### config.mk
export PLATFORM = sky130hd
export DESIGN_NAME = codec_sp_seq
export DESIGN_NICKNAME = d
export VERILOG_FILES = /design/src/rtl/codec_sp_pkg.sv /design/src/rtl/codec_sp_framer.sv /design/src/rtl/codec_sp_tx_shift.sv /design/src/rtl/codec_sp_rx_shift.sv /design/src/rtl/codec_sp_seq.sv
export SDC_FILE = /design/constraint.sdc
export NUM_CORES = 1
export LEC_CHECK = 0
export BUFFER_PORTS_ARGS = -buffer_cell sky130_fd_sc_hd__buf_4
export CAP_MARGIN = 15
export CORE_MARGIN = 3
export CORE_UTILIZATION = 30
export DETAILED_ROUTE_END_ITERATION = 8
export PLACE_DENSITY_LB_ADDON = 0.15
export SYNTH_ARGS = -nofsm -noshare
export SYNTH_HDL_FRONTEND = slang
export SYNTH_SLANG_ARGS = --single-unit
### constraint.sdc
create_clock -name clk -period 2.4 [get_ports clk]
set_clock_uncertainty 0.15 [all_clocks]
set_input_delay 0.12 -clock clk [delete_from_list [all_inputs] [get_ports clk]]
set_output_delay 0.12 -clock clk [all_outputs]
set_load 0.1 [all_outputs]
### src/rtl/codec_sp_pkg.sv
package codec_sp_pkg;

    localparam int CTRL_W   = 3;
    localparam int BYTE_BIT = 0;
    localparam int DUAL_BIT = 1;
    localparam int SYNC_BIT = 2;

    typedef enum logic [1:0] {
        FMT_WORD = 2'd0,
        FMT_BYTE = 2'd1,
        FMT_DUAL = 2'd2
    } fmt_e;

    typedef enum logic [2:0] {
        PH_IDLE  = 3'd0,
        PH_DATA  = 3'd1,
        PH_MID   = 3'd2,
        PH_EOD   = 3'd3,
        PH_SWAIT = 3'd4,
        PH_SDATA = 3'd5
    } phase_e;

    // Byte format wins over dual-word when both bits are set.
    function automatic fmt_e decode_fmt(input logic [CTRL_W-1:0] c);
        if (c[BYTE_BIT])      return FMT_BYTE;
        else if (c[DUAL_BIT]) return FMT_DUAL;
        else                  return FMT_WORD;
    endfunction

endpackage

### src/rtl/codec_sp_framer.sv
module codec_sp_framer
    import codec_sp_pkg::*;
#(
    parameter int W       = 16,
    parameter int GAP     = 4,
    parameter int SEC_GAP = 4
) (
    input  logic              clk,
    input  logic              rst,
    input  logic              req_i,
    input  logic [CTRL_W-1:0] ctrl_i,
    output logic              fs_n_o,
    output logic              eod_n_o,
    output logic              sec_o,
    output logic              shift_o,
    output logic              start_o
);
    localparam int MAXC = (W > GAP) ? ((W > SEC_GAP) ? W : SEC_GAP)
                                    : ((GAP > SEC_GAP) ? GAP : SEC_GAP);
    localparam int CW   = $clog2(MAXC) + 1;
    localparam int HALF = W / 2;

    phase_e        ph;
    fmt_e          fmt;
    logic [CW-1:0] cnt;
    logic          second;
    logic          pend;
    logic          start;
    logic [CW-1:0] data_last;

    assign start     = (ph == PH_IDLE) && (req_i || pend);
    assign data_last = (fmt == FMT_BYTE) ? CW'(HALF - 1) : CW'(W - 1);

    always_ff @(posedge clk) begin
        if (rst) begin
            ph     <= PH_IDLE;
            fmt    <= FMT_WORD;
            cnt    <= '0;
            second <= 1'b0;
            pend   <= 1'b0;
        end else begin
            if (req_i && (ph != PH_IDLE)) pend <= 1'b1;
            else if (start)               pend <= 1'b0;

            case (ph)
                PH_IDLE: begin
                    if (start) begin
                        ph     <= PH_DATA;
                        fmt    <= decode_fmt(ctrl_i);
                        cnt    <= '0;
                        second <= 1'b0;
                    end
                end
                PH_DATA: begin
                    if (cnt == data_last) begin
                        cnt <= '0;
                        if (fmt == FMT_BYTE) ph <= second ? PH_IDLE : PH_MID;
                        else if (fmt == FMT_WORD) ph <= PH_EOD;
                        else ph <= PH_SWAIT;
                    end else begin
                        cnt <= cnt + 1'b1;
                    end
                end
                PH_MID: begin
                    if (cnt == CW'(GAP - 1)) begin
                        cnt    <= '0;
                        second <= 1'b1;
                        ph     <= PH_DATA;
                    end else begin
                        cnt <= cnt + 1'b1;
                    end
                end
                PH_EOD: ph <= PH_IDLE;
                PH_SWAIT: begin
                    if (cnt == CW'(SEC_GAP - 1)) begin
                        cnt <= '0;
                        ph  <= PH_SDATA;
                    end else begin
                        cnt <= cnt + 1'b1;
                    end
                end
                PH_SDATA: begin
                    if (cnt == CW'(W - 1)) begin
                        cnt <= '0;
                        ph  <= PH_IDLE;
                    end else begin
                        cnt <= cnt + 1'b1;
                    end
                end
                default: ph <= PH_IDLE;
            endcase
        end
    end

    assign fs_n_o  = !((ph == PH_DATA) || (ph == PH_SDATA));
    assign eod_n_o = !((ph == PH_EOD) || (ph == PH_MID) || ((ph == PH_DATA) && second));
    assign sec_o   = (ph == PH_SDATA);
    assign shift_o = (ph == PH_DATA);
    assign start_o = start;

endmodule

### src/rtl/codec_sp_tx_shift.sv
module codec_sp_tx_shift #(
    parameter int W = 16
) (
    input  logic         clk,
    input  logic         rst,
    input  logic         load_i,
    input  logic [W-1:0] word_i,
    input  logic         shift_i,
    output logic         bit_o
);
    logic [W-1:0] sh;

    always_ff @(posedge clk) begin
        if (rst)          sh <= '0;
        else if (load_i)  sh <= word_i;
        else if (shift_i) sh <= {sh[W-2:0], 1'b0};
    end

    assign bit_o = sh[W-1];

endmodule

### src/rtl/codec_sp_rx_shift.sv
module codec_sp_rx_shift #(
    parameter int W = 16
) (
    input  logic         clk,
    input  logic         rst,
    input  logic         clear_i,
    input  logic         shift_i,
    input  logic         sdi_i,
    output logic [W-1:0] word_o,
    output logic         valid_o
);
    localparam int BW = $clog2(W);

    logic          sdi_q;
    logic [W-1:0]  sh;
    logic [BW-1:0] nbit;

    // Falling-edge sample keeps half a cycle of margin after the sender's rising edge.
    always_ff @(negedge clk) begin
        if (rst) sdi_q <= 1'b0;
        else     sdi_q <= sdi_i;
    end

    always_ff @(posedge clk) begin
        if (rst) begin
            sh      <= '0;
            nbit    <= '0;
            word_o  <= '0;
            valid_o <= 1'b0;
        end else begin
            valid_o <= 1'b0;
            if (clear_i) begin
                sh   <= '0;
                nbit <= '0;
            end else if (shift_i) begin
                sh   <= {sh[W-2:0], sdi_q};
                nbit <= nbit + 1'b1;
                if (nbit == BW'(W - 1)) begin
                    word_o  <= {sh[W-2:0], sdi_q};
                    valid_o <= 1'b1;
                end
            end
        end
    end

endmodule

### src/rtl/codec_sp_seq.sv
module codec_sp_seq
    import codec_sp_pkg::*;
#(
    parameter int W       = 16,
    parameter int GAP     = 4,
    parameter int SEC_GAP = 4
) (
    input  logic              clk,
    input  logic              rst,
    input  logic [CTRL_W-1:0] ctrl_i,
    input  logic              tx_req_i,
    input  logic              rx_req_i,
    input  logic [W-1:0]      tx_word_i,
    input  logic              sdi_i,
    input  logic              aux_sdi_i,
    output logic              sdo_o,
    output logic              tx_sync_n_o,
    output logic              rx_sync_n_o,
    output logic              sec_slot_n_o,
    output logic              tx_end_n_o,
    output logic              rx_end_n_o,
    output logic [W-1:0]      rx_word_o,
    output logic              rx_valid_o
);
    localparam int LANES = 2;
    localparam int TXL   = 0;
    localparam int RXL   = 1;

    logic [LANES-1:0] req_v, fs_n_v, eod_n_v, sec_v, shift_v, start_v;
    logic             tx_bit;

    assign req_v[TXL] = tx_req_i;
    assign req_v[RXL] = ctrl_i[SYNC_BIT] ? tx_req_i : rx_req_i;

    for (genvar g = 0; g < LANES; g++) begin : g_lane
        codec_sp_framer #(.W(W), .GAP(GAP), .SEC_GAP(SEC_GAP)) u_frm (
            .clk     (clk),
            .rst     (rst),
            .req_i   (req_v[g]),
            .ctrl_i  (ctrl_i),
            .fs_n_o  (fs_n_v[g]),
            .eod_n_o (eod_n_v[g]),
            .sec_o   (sec_v[g]),
            .shift_o (shift_v[g]),
            .start_o (start_v[g])
        );
    end

    codec_sp_tx_shift #(.W(W)) u_txs (
        .clk     (clk),
        .rst     (rst),
        .load_i  (start_v[TXL]),
        .word_i  (tx_word_i),
        .shift_i (shift_v[TXL]),
        .bit_o   (tx_bit)
    );

    codec_sp_rx_shift #(.W(W)) u_rxs (
        .clk     (clk),
        .rst     (rst),
        .clear_i (start_v[RXL]),
        .shift_i (shift_v[RXL]),
        .sdi_i   (sdi_i),
        .word_o  (rx_word_o),
        .valid_o (rx_valid_o)
    );

    assign sdo_o        = sec_v[TXL] ? aux_sdi_i : tx_bit;
    assign tx_sync_n_o  = fs_n_v[TXL];
    assign rx_sync_n_o  = fs_n_v[RXL] | sec_v[RXL];
    assign sec_slot_n_o = ~sec_v[TXL];
    assign tx_end_n_o   = eod_n_v[TXL];
    assign rx_end_n_o   = eod_n_v[RXL];

endmodule

# Word level (Yosys, flattened, before mapping)
# Index checks and enable logic that the tools add are counted.
[totals]
regBits = 77
input_bits = 25
out_inout_bits = 23
word_cells = 141
[op_classes]
add_sub_neg = 3
eq_ne = 29
n_mux = 45
bitwise = 4
reduce_logical = 44
[ops]
columns = ["op", "n"]
rows = [
  ["$mux W3", 14],
  ["$mux W5", 8],
  ["$pmux W5 S4", 2],
  ["$mux W16", 2],
  ["$pmux W3 S5", 2],
  ["$eq A3 B2 Y1 const B", 4],
  ["$eq A3 B3 Y1 const B", 4],
  ["$ne A2 B1 Y1 const B", 6],
  ["$add A5 B1 Y5 const B", 2],
  ["$eq A5 B2 Y1 const B", 2],
  ["$eq A5 B4 Y1 const B", 2],
  ["$eq A5 B5 Y1", 2],
  ["$reduce_and A5 Y1", 2],
  ["$reduce_bool A2 Y1", 5],
  ["$mux W1", 9],
  ["$reduce_and A3 Y1", 3],
  ["$logic_or A1 B1 Y1", 8],
  ["$mux W2", 4],
  ["$mux W4", 2],
  ["$ne A2 B2 Y1 const B", 4],
  ["$reduce_and A2 Y1", 4],
  ["$reduce_bool A4 Y1", 2],
  ["$eq A3 B1 Y1 const B", 2],
  ["$logic_and A1 B1 Y1", 6],
  ["other kinds (12)", 24],
]

# Logic depth before layout (Yosys ltp)
[depth]
ltp_word = 5
mapped_depth = 9

# By module
# A second synthesis with hierarchy kept.
[hier_totals]
cells_unflattened = 429
area_unflattened_um2 = 3986.3
[by_module_without_submodules]
columns = ["mod", "n_inst", "cells_each", "area_per_inst_um2", "seq_area_each_um2"]
rows = [
  ["codec_sp_framer", 2, 107, 835.8, 240.2],
  ["codec_sp_rx_shift", 1, 140, 1510.2, 740.7],
  ["codec_sp_tx_shift", 1, 71, 764.5, 320.3],
  ["codec_sp_seq", 1, 4, 40.0, 0.0],
]

==> flow_metrics.tcl <==
set metrics [dict create \
    drv_slew 0 \
    ant_nets 0 \
    ir_drop_mv 0.385 \
    htreeDepth 3 \
    grt_pass1_vias 3167 \
    top_usage_layer "met2" \
    slowest_delay_ps 620 \
    sw_frac_of_total_pct 37.0 \
    ys_seq_area_share_pct 42.1 \
    cap_violations 0 \
    synth_seq_cells 77 \
    clock.fmax_ghz 0.460 \
    mostFrequentLayoutCells "111 x nand2_1, 77 x dfxtp_1, 61 x buf_4" \
    drc 0 \
    status "finished clean" \
    synth_nets 498 \
    path_buf_inv 3 \
    dieWidth_um 117 \
    setup_tns_ps 0 \
    cts_max_path_buffers 2 \
    critPathLaunchType "flop" \
    ys.flop_type "dfxtp_1" \
    num_rows 39 \
    cpLargestDelayFamily "flip-flops" \
    drive_gt1_share_pct 16.6 \
    switching_power_uw 1580 \
    power.total_uw 4270 \
    layout.nets 557 \
    area_delta_synth_final_pct 26.8 \
    worstPathRequired_ps 2130 \
    coreArea_um2 11700 \
    async_flop_share_pct 0 \
    cts_repair_resize_count 0 \
    clock_latency_ps 390 \
    critPathMaxFanout 17 \
    clkTransAtPathRegs_ps 70 \
    gp_congestion 0.808 \
    path_class "reg2out" \
    synth_top_cell_area_share_pct 42.1 \
    wire_per_inst_um 13.3 \
    vias 3325 \
    antennaDiodeCount 0 \
    syn_area_per_cell_um2 7.86 \
    io-pin-count 48 \
    pwr-share-clk_pct 32.4 \
    syn_area_um2 3660 \
    antenna_found_initial 0 \
    min_period_ps 2170 \
    powerDensity_nw_per_um2 920 \
    die-area_um2 13600 \
    post-dp-hpwl_um 6110 \
    tightest_slew_ps 574 \
    drtPass1Iterations 4 \
    first_iter_violations 182 \
    postCtsHoldBufs 17 \
    fin_util_pct 39.8 \
    final_common_cell "nand2_1" \
    rr_startpoint "g_lane[0].u_frm.cnt[0]$_SDFFE_PP0P_" \
    intPower_uw 2690 \
    grt_pass1_wl_um 14900 \
    cts.sinks 77 \
    rsz0062_at_grt "no" \
    crit_top_cell "buf_4" \
    yosysWarnings 0 \
    slowest_stage "dfxtp_1" \
    path_cells "nor2_1, and2_1, inv_2, buf_4, buf_4" \
    worstPathArrival_ps 1900 \
    hp-start "tx_req_i" \
    grt_start_max_net_pins 36 \
    numCtsBuffers 9 \
    finalSetupViolations 0 \
    preCtsSetupSlack_ps 230 \
    cts-root-buf "clkbuf_16" \
    finalWirelength_um 8970 \
    synthTopCellsByArea "dfxtp_1 42%, nand2_1 11%, a21oi_1 7.9%" \
    leakage_uw 0.00173 \
    hold_slack_ps 20.1 \
    synth_edf_count 0 \
    synthCells 466 \
    grtUsageMet3_pct 4.30 \
    hold_violations 0 \
    cts_tree "built" \
    setup_ws_ps 225 \
    met2_usage_pct 21.4 \
    die_y_um 117 \
    p_seq_share_pct 36.6 \
    crit_path_start "g_lane[1].u_frm.ph[2]$_SDFFE_PP0P_" \
    io_buffers 47 \
    fin_crit_sh_pct 90.6 \
    initial_core_util_pct 31.4 \
    slew_headroom_pct 61.4 \
    postCtsSetupBuffers 0 \
    drt-vias-per-instance 4.94 \
    grt_overflow 0 \
    ys_types 65 \
    pwr-share-comb_pct 31.0 \
    grt_usage_pct 13.8 \
    use_met1_pct 18.3 \
    synth_top_cell_by_area "dfxtp_1" \
    hp-class "in2reg" \
    end_kind "output port" \
]
-- kinds of logic after synthesis --
| kind of cell | count (synthesis) | share of synthesized area, % |
|---|---|---|
| buffers and inverters | 40 | 4.82 |
| flip-flops | 77 | 42.1 |
| multiplexers | 4 | 1.16 |
| adder cells (fa/ha/maj) | 7 | 2.39 |
| AO/OA/AOI/OAI | 119 | 20.9 |
| AND/OR/NAND/NOR | 210 | 26.5 |
| XOR/XNOR | 9 | 2.15 |
-- tightest hold or removal path, cell delays in order --
cell and delay (ps):
buf_4 90, nor2_1 70, nor3_1 170
-- metrics by stage --
stage	cell area, µm²	instances
after detailed placement	4180	640
final	4650	673
after CTS	4650	673
after floorplan	3660	466
after global routing	4650	673
after global placement	4180	640
-- layout make-up --
class	count	area, µm²
fillers	1202	7020
multi-input cells	349	1950
repair buffers	79	648
inverters	8	30.0
well taps	143	179
clock inverters	7	72.6
clock buffers	10	229
flip-flops and latches	77	1540
-- cell usage after synthesis (all sizes together), types with 4 or more instances --
cell,n
ha,7
o21ai,13
nor3,9
nand3,12
a211oi,6
dfxtp,77
nand2,111
nor2b,8
or2,4
inv,9
xor2,4
clkbuf,18
xnor2,5
nor2,38
buf,13
a311oi,14
a21oi,58
nand2b,6
-- layer usage --
metal / vias to the layer above / part of all wire [%]
met5: - / 0
li1: 1740 / -
met4: 0 / 1.0
met1: 1525 / 49
met2: 52 / 46
met3: 8 / 3.8
-- registers in the layout (all words and copies together), names as in the netlist --
register	count
u_rxs.word_o	16
u_txs.sh	16
u_rxs.sh	15
g_lane.u_frm.cnt	10
g_lane.u_frm.ph	6
g_lane.u_frm.fmt	4
u_rxs.nbit	4
g_lane.u_frm.pend	2
g_lane.u_frm.second	2
u_rxs.sdi_q	1
u_rxs.valid_o	1
-- path summary, 6_finish.rpt --
path,endpoint,slack (ps),cells after the start
min reg2reg,u_rxs.word_o[7]$_SDFFE_PP0P_,310,2
max reg2reg,g_lane[0].u_frm.cnt[3]$_SDFFE_PP0P_,240,9
min,g_lane[0].u_frm.pend$_SDFFE_PP0P_,20,3
max,rx_sync_n_o,230,5
-- power groups by stage --
stage               logic, µW  registers (µW)  clock network (µW)
detailed placement       1310            1590                5.22
global placement         1310            1590                5.22
CTS                      1340            1560                1440
floorplan                1080            1520                5.22
finish                   1320            1560                1380
global route             1460            1590                1490
Power figures use the tool's default switching activity.
